[src/rtl/mvr_pkg.sv]
// Shared types for the multi-valued edge register.
// Assumes: the control digit is decoded into one of three commands.
package mvr_pkg;

    // Decoded control command
    typedef enum logic [1:0] {
        CMD_IDLE  = 2'd0,
        CMD_SET   = 2'd1,
        CMD_CLEAR = 2'd2
    } mvr_cmd_e;

endpackage

[src/rtl/mvr_clk_edge.sv]
// Samples the digit clock on the system clock and flags the active
// supremum-to-infimum transition. Also reports the supremum phase.
// Assumes: the digit clock is stable around system clock edges.
module mvr_clk_edge #(
    parameter int RADIX = 4,
    parameter int SUP   = 0,
    parameter int INF   = 2,
    localparam int DW   = (RADIX > 2) ? $clog2(RADIX) : 1
) (
    input  logic          clk,
    input  logic          rst_n,
    input  logic [DW-1:0] dclk,
    output logic          fall_edge,
    output logic          at_sup
);

    localparam logic [DW-1:0] SUP_D = DW'(SUP);
    localparam logic [DW-1:0] INF_D = DW'(INF);

    logic [DW-1:0] dclk_q;

    // Remember the previous digit clock sample; reset to infimum so no false edge
    always_ff @(posedge clk) begin
        if (!rst_n) dclk_q <= INF_D;
        else        dclk_q <= dclk;
    end

    // Edge and phase decode
    always_comb begin
        fall_edge = (dclk_q == SUP_D) && (dclk == INF_D);
        at_sup    = (dclk == SUP_D);
    end

    // an edge only follows a supremum sample
    p_edge_after_sup_r6: assert property (@(posedge clk) disable iff (!rst_n)
        fall_edge |-> ($past(dclk) == SUP_D));

    // no edge for any other sample pair once out of reset
    p_no_other_edge_r6: assert property (@(posedge clk) disable iff (!rst_n)
        ($past(rst_n) && (($past(dclk) != SUP_D) || (dclk != INF_D))) |-> !fall_edge);

endmodule

[src/rtl/mvr_isc_decode.sv]
// Decodes the three-valued control digit into a command.
// Assumes: any code that is neither Set nor Clear is idle.
module mvr_isc_decode
    import mvr_pkg::*;
#(
    parameter int DW       = 2,
    parameter int SET_CODE = 1,
    parameter int CLR_CODE = 2
) (
    input  logic [DW-1:0] isc,
    output mvr_cmd_e      cmd
);

    localparam logic [DW-1:0] SET_D = DW'(SET_CODE);
    localparam logic [DW-1:0] CLR_D = DW'(CLR_CODE);

    // Map the control digit to a command (R9: others are idle)
    always_comb begin
        if (isc == SET_D)      cmd = CMD_SET;
        else if (isc == CLR_D) cmd = CMD_CLEAR;
        else                   cmd = CMD_IDLE;
    end

endmodule

[src/rtl/mvr_primary.sv]
// Primary (temporary) stage: at the active edge it captures the data digit
// and its image, then stays locked until the digit clock returns to the
// supremum, where its contents are discarded. It offers the captured pair
// to the secondary stage in the edge cycle.
// Assumes: fall_edge and at_sup come from mvr_clk_edge.
module mvr_primary #(
    parameter int RADIX = 4,
    parameter int SUP   = 0,
    parameter int INF   = 2,
    localparam int DW   = (RADIX > 2) ? $clog2(RADIX) : 1
) (
    input  logic          clk,
    input  logic          rst_n,
    input  logic          fall_edge,
    input  logic          at_sup,
    input  logic [DW-1:0] d,
    output logic          xfer_en,
    output logic [DW-1:0] xfer_d,
    output logic [DW-1:0] xfer_img
);

    localparam logic [DW-1:0] SUP_D = DW'(SUP);
    localparam logic [DW-1:0] INF_D = DW'(INF);

    // Image: swap supremum and infimum, keep other digits
    function automatic logic [DW-1:0] img(input logic [DW-1:0] x);
        if (x == SUP_D)      return INF_D;
        else if (x == INF_D) return SUP_D;
        else                 return x;
    endfunction

    logic          hold_v;
    logic [DW-1:0] hold_d;
    logic [DW-1:0] hold_img;

    // Capture at the edge, lock through infimum phase, discard at supremum
    always_ff @(posedge clk) begin
        if (!rst_n) begin
            hold_v   <= 1'b0;
            hold_d   <= INF_D;
            hold_img <= SUP_D;
        end else if (at_sup) begin
            hold_v   <= 1'b0;
            hold_d   <= INF_D;
            hold_img <= SUP_D;
        end else if (fall_edge) begin
            hold_v   <= 1'b1;
            hold_d   <= d;
            hold_img <= img(d);
        end
    end

    // Present the pair being captured to the secondary stage
    always_comb begin
        xfer_en  = fall_edge;
        xfer_d   = fall_edge ? d      : hold_d;
        xfer_img = fall_edge ? img(d) : hold_img;
    end

    // a locked primary pair never changes
    p_primary_lock_r4: assert property (@(posedge clk) disable iff (!rst_n)
        ($past(hold_v) && hold_v) |-> ($stable(hold_d) && $stable(hold_img)));

    // held pair is image-consistent
    p_primary_pair_r3: assert property (@(posedge clk) disable iff (!rst_n)
        hold_v |-> (img(hold_img) == hold_d));

    // supremum phase empties the primary stage
    p_primary_discard_r5: assert property (@(posedge clk) disable iff (!rst_n)
        ($past(rst_n) && $past(at_sup)) |-> !hold_v);

endmodule

[src/rtl/mvr_secondary.sv]
// Secondary (permanent) stage: keeps the stored digit and its image.
// It loads the pair from the primary stage at the edge, and the Set and
// Clear commands force it at any phase, ahead of a capture.
// Assumes: cmd comes from mvr_isc_decode.
module mvr_secondary
    import mvr_pkg::*;
#(
    parameter int RADIX = 4,
    parameter int SUP   = 0,
    parameter int INF   = 2,
    localparam int DW   = (RADIX > 2) ? $clog2(RADIX) : 1
) (
    input  logic          clk,
    input  logic          rst_n,
    input  mvr_cmd_e      cmd,
    input  logic          xfer_en,
    input  logic [DW-1:0] xfer_d,
    input  logic [DW-1:0] xfer_img,
    output logic [DW-1:0] q,
    output logic [DW-1:0] q_bar
);

    localparam logic [DW-1:0] SUP_D = DW'(SUP);
    localparam logic [DW-1:0] INF_D = DW'(INF);

    // Image used by the checks only
    function automatic logic [DW-1:0] img(input logic [DW-1:0] x);
        if (x == SUP_D)      return INF_D;
        else if (x == INF_D) return SUP_D;
        else                 return x;
    endfunction

    // Force commands first, then the transfer from the primary stage
    always_ff @(posedge clk) begin
        if (!rst_n) begin
            q     <= SUP_D;
            q_bar <= INF_D;
        end else begin
            unique case (cmd)
                CMD_SET: begin
                    q     <= INF_D;
                    q_bar <= SUP_D;
                end
                CMD_CLEAR: begin
                    q     <= SUP_D;
                    q_bar <= INF_D;
                end
                default: begin
                    if (xfer_en) begin
                        q     <= xfer_d;
                        q_bar <= xfer_img;
                    end
                end
            endcase
        end
    end

    // Set forces infimum on q
    p_set_force_r7: assert property (@(posedge clk) disable iff (!rst_n)
        (cmd == CMD_SET) |=> ((q == INF_D) && (q_bar == SUP_D)));

    // Clear forces supremum on q
    p_clear_force_r8: assert property (@(posedge clk) disable iff (!rst_n)
        (cmd == CMD_CLEAR) |=> ((q == SUP_D) && (q_bar == INF_D)));

    // idle transfer loads the offered digit
    p_capture_load_r2: assert property (@(posedge clk) disable iff (!rst_n)
        ((cmd == CMD_IDLE) && xfer_en) |=> (q == $past(xfer_d)));

    // nothing moves without a transfer or force
    p_hold_no_edge_r5: assert property (@(posedge clk) disable iff (!rst_n)
        ((cmd == CMD_IDLE) && !xfer_en) |=> ($stable(q) && $stable(q_bar)));

    // the two outputs stay image-related
    p_qbar_image_r3: assert property (@(posedge clk) disable iff (!rst_n)
        q_bar == img(q));

endmodule

[src/rtl/mvr_edge_reg.sv]
// Top level: multi-valued register clocked on the supremum-to-infimum
// transition of a digit clock, with a locked primary stage, a permanent
// secondary stage and a three-valued Set/Clear control.
// Assumes: all inputs are synchronous to clk; RADIX >= 3 so the three
// control codes can be distinct.
module mvr_edge_reg
    import mvr_pkg::*;
#(
    parameter int RADIX     = 4,
    parameter int SUP_DIGIT = 0,
    parameter int INF_DIGIT = 2,
    parameter int SET_CODE  = 1,
    parameter int CLR_CODE  = 2,
    localparam int DW       = (RADIX > 2) ? $clog2(RADIX) : 1
) (
    input  logic          clk,
    input  logic          rst_n,
    input  logic [DW-1:0] dclk,
    input  logic [DW-1:0] d,
    input  logic [DW-1:0] isc,
    output logic [DW-1:0] q,
    output logic [DW-1:0] q_bar
);

    // Parameter sanity at elaboration
    generate
        if (SUP_DIGIT == INF_DIGIT || SET_CODE == CLR_CODE || RADIX < 3) begin : g_bad_cfg
            initial $error("mvr_edge_reg: inconsistent digit parameters");
        end
    endgenerate

    logic          fall_edge;
    logic          at_sup;
    logic          xfer_en;
    logic [DW-1:0] xfer_d;
    logic [DW-1:0] xfer_img;
    mvr_cmd_e      cmd;

    mvr_clk_edge #(.RADIX(RADIX), .SUP(SUP_DIGIT), .INF(INF_DIGIT)) u_edge (
        .clk       (clk),
        .rst_n     (rst_n),
        .dclk      (dclk),
        .fall_edge (fall_edge),
        .at_sup    (at_sup)
    );

    mvr_isc_decode #(.DW(DW), .SET_CODE(SET_CODE), .CLR_CODE(CLR_CODE)) u_dec (
        .isc (isc),
        .cmd (cmd)
    );

    mvr_primary #(.RADIX(RADIX), .SUP(SUP_DIGIT), .INF(INF_DIGIT)) u_pri (
        .clk       (clk),
        .rst_n     (rst_n),
        .fall_edge (fall_edge),
        .at_sup    (at_sup),
        .d         (d),
        .xfer_en   (xfer_en),
        .xfer_d    (xfer_d),
        .xfer_img  (xfer_img)
    );

    mvr_secondary #(.RADIX(RADIX), .SUP(SUP_DIGIT), .INF(INF_DIGIT)) u_sec (
        .clk      (clk),
        .rst_n    (rst_n),
        .cmd      (cmd),
        .xfer_en  (xfer_en),
        .xfer_d   (xfer_d),
        .xfer_img (xfer_img),
        .q        (q),
        .q_bar    (q_bar)
    );

    // staying in infimum with idle control keeps q
    p_infimum_lock_r4: assert property (@(posedge clk) disable iff (!rst_n)
        ($past(rst_n) && (dclk == DW'(INF_DIGIT)) && ($past(dclk) == DW'(INF_DIGIT))
         && (isc != DW'(SET_CODE)) && (isc != DW'(CLR_CODE)))
        |=> $stable(q));

endmodule

[config.mk]
export PLATFORM = sky130hd
export DESIGN_NAME = mvr_edge_reg
export DESIGN_NICKNAME = d
export VERILOG_FILES = /design/src/rtl/mvr_pkg.sv /design/src/rtl/mvr_clk_edge.sv /design/src/rtl/mvr_isc_decode.sv /design/src/rtl/mvr_primary.sv /design/src/rtl/mvr_secondary.sv /design/src/rtl/mvr_edge_reg.sv
export SDC_FILE = /design/constraint.sdc
export NUM_CORES = 1
export LEC_CHECK = 0
export ABC_AREA = 1
export CAP_MARGIN = 20
export CORE_MARGIN = 1
export CORE_UTILIZATION = 30
export DETAILED_ROUTE_END_ITERATION = 16
export PLACE_DENSITY_LB_ADDON = 0.05
export SLEW_MARGIN = 20
export SYNTH_ARGS = -nofsm -noshare
export SYNTH_HDL_FRONTEND = slang
export SYNTH_HIERARCHICAL = 1
export SYNTH_SLANG_ARGS = --single-unit
[constraint.sdc]
create_clock -name clk -period 1.45 [get_ports clk]
set_input_delay 0.145 -clock clk [delete_from_list [all_inputs] [get_ports clk]]
set_output_delay 0.145 -clock clk [all_outputs]
set_load 0.005 [all_outputs]
==> results.md <==
- Outcome: finished, final reports clean
- I/O Buffers: 11
- Largest cells by area after synthesis: dfxtp_1 (37%), nand2_1 (19%), inv_1 (13%)
- Area growth, synth to finish: 40.7%
- Die area: 1980 um^2
- DRC violations left: 0
- Wirelength per Cell: 8.31 um
- Antenna fix cells: 0
- Worst vdd ir: 0.000503 V
- PD cells: 837 nW/um^2
- Slew headroom: 0.845
- Syn_nets: 95
- Clock tree from TritonCTS: built
- Static leakage: 0.406 nW
- Top_reg_cell synth: dfxtp_1
- Min-delay worst type: flip-flop to flip-flop
- Gr usage total: 0.124
- Total power: 0.637 mW
- HPWL after DPL: 795 um
- Largest net degree at the start of global routing: 9
- Initial core utilization: 0.339
- Clock-pin slew on the worst setup and hold paths: 0.07 ns
- Fillcell total: 173
- EDFF count, synth: 0
- GP Congestion: 0.707
- Final hold viol count: 0
- Critical path required time: 1.67 ns
- Core ar.: 1590 um^2
- Synth Register Bits: 10
- Clock skew: 0.00295 ns
- Slew Viols, Final: 0
- Boundary pin count: 12
- WL met2: 453 um
- Worst slew pin tran: 0.232 ns
- TritonRoute pass-1 iters: 4
- Final setup fails: 0
- Post-synthesis sequential area ratio: 0.370
- Synth warn: 6
- Layout cells sized above 1: 0.152
- Vias/cell: 4.06
- Area leader, netlist: dfxtp_1
- First-pass GRT wire length: 1710 um
- Period utilization: 0.900
- WHS: 0.471 ns
- Fmax: 766 MHz
- H-tree levels: 1
- Final WS setup: 0.145 ns
- Worst-path maximum fanout: 8
- CTS Root Cell: clkbuf_4
- Max Cap Violations: 0
- Worst-skew pair later-pin latency: 0.27 ns
- Placement Setup Slack: -0.168 ns
- Synth cell count leaders: nand2_1 (27), inv_1 (18), dfxtp_1 (10), nor2_1 (10), nand3_1 (6)
- Post-CTS Hold Buffers: 0
- CP arrival: 1.52 ns
- Post-CTS setup repair buffer count: 0
- Top layer in use: met4
- Area share of the largest cell type after synthesis: 0.370
- Async SR Flop Fraction: 0
- Met3 WL: 82 um
- CTS Buf Count: 3
- WL met1: 520 um
- Final wirelength: 1070 um
- RSZ-0062 raised after global routing: false
- Total number of vias: 524
- Vias in the first global route: 412
- Most numerous cell in the Yosys netlist: nand2_1
- Post-route antenna net violation count: 0
- Mean cell area of the mapped netlist: 6.36 um^2
- Synth Instances: 85
- Gr ovfl total: 0
- Total clock sinks: 10
- Core Rows: 14
- Tmin final: 1.30 ns
- WS Path Type: primary input to flip-flop
- Yosys cell types: 14
- Startpoint Class: primary input
- Die Y: 44.4 um
- DIE WIDTH: 44.4 um
- Final nets: 117
- Initial antenna violation count: 0
- Crit. End Element: flip-flop
- Iter 0 DRT Violations: 3
- Mapped cell area: 541 um^2
- CTS Buffer Depth: 2
[registers in the layout, indices dropped and copies added (netlist names)]
name / flops
u_edge/dclk_q: 2
u_pri/hold_d: 2
u_pri/hold_img: 2
u_sec/q: 2
u_sec/q_bar: 2
[per-stage QoR]
step | instances | area [um^2] | util | TNS (ns)
global placement | 126 | 726 | 0.455 | -0.539
finish | 129 | 761 | 0.477 | 0
detailed placement | 126 | 726 | 0.455 | -0.612
global route | 129 | 761 | 0.477 | 0
CTS | 129 | 748 | 0.469 | 0
floorplan | 85 | 541 | - | 0
[placed cells by master (no fill, tap or decap), types with 3 or more instances in the layout]
cell type         n
nand2_1          27
inv_1            18
clkdlybuf4s50_1  11
nor2_1           10
dfxtp_1          10
buf_4             7
nand3_1           6
clkbuf_4          3
[worst max-delay path: stages]
cell	delay, ns
clkdlybuf4s50_1	0.47
inv_1	0.04
nor2_1	0.19
inv_1	0.07
ha_1	0.20
inv_2	0.13
nand2_1	0.07
nor2_1	0.09
nor2_1	0.05
nor2_1	0.07
[kinds of logic (layout without fill, tap and decap cells)]
kind of cell | count (synthesis) | in the layout | synth area share
AO/OA/AOI/OAI | 5 | 5 | 0.0625
adder cells (fa/ha/maj) | 2 | 2 | 0.0463
buffers and inverters | 21 | 41 | 0.153
flip-flops | 10 | 10 | 0.370
AND/OR/NAND/NOR | 47 | 47 | 0.368
[worst paths after layout]
kind,start,endpoint,slack (ns),depth (start not counted)
setup / recovery,isc[1],u_sec/q[1],0.15,10
setup reg to reg,u_edge/dclk_q[0],u_sec/q_bar[1],0.20,11
hold reg to reg,u_pri/hold_img[0],u_pri/hold_img[0],0.47,2
hold / removal,u_pri/hold_img[0],u_pri/hold_img[0],0.47,2
[power breakdown]
group          switching, mW  internal [mW]  leakage, nW
clock network          0.104         0.0963       0.0138
logic                 0.0640         0.0766        0.310
registers            0.00569          0.290       0.0822
[area by class of cell]
cell class | instances | area [um^2] | area share
multi-input cells | 54 | 270 | 0.355
flip-flops and latches | 10 | 200 | 0.263
repair buffers | 18 | 163 | 0.214
inverters | 20 | 75.1 | 0.0987
well taps | 24 | 30.0 | 0.0395
clock buffers | 3 | 22.5 | 0.0296
[per-layer routing]
metal | vias up | track usage
met3 | 2 | 0.0612
met5 | - | 0
met4 | 0 | 0.0545
met1 | 219 | 0.153
met2 | 13 | 0.182
li1 | 290 | -
[what timing repair did]
action,CTS,global route
gates resized for setup,0,1
endpoints found under the hold margin,0,0
endpoints found under the setup margin,0,2
No activity file was read; power rests on OpenSTA's default activity.
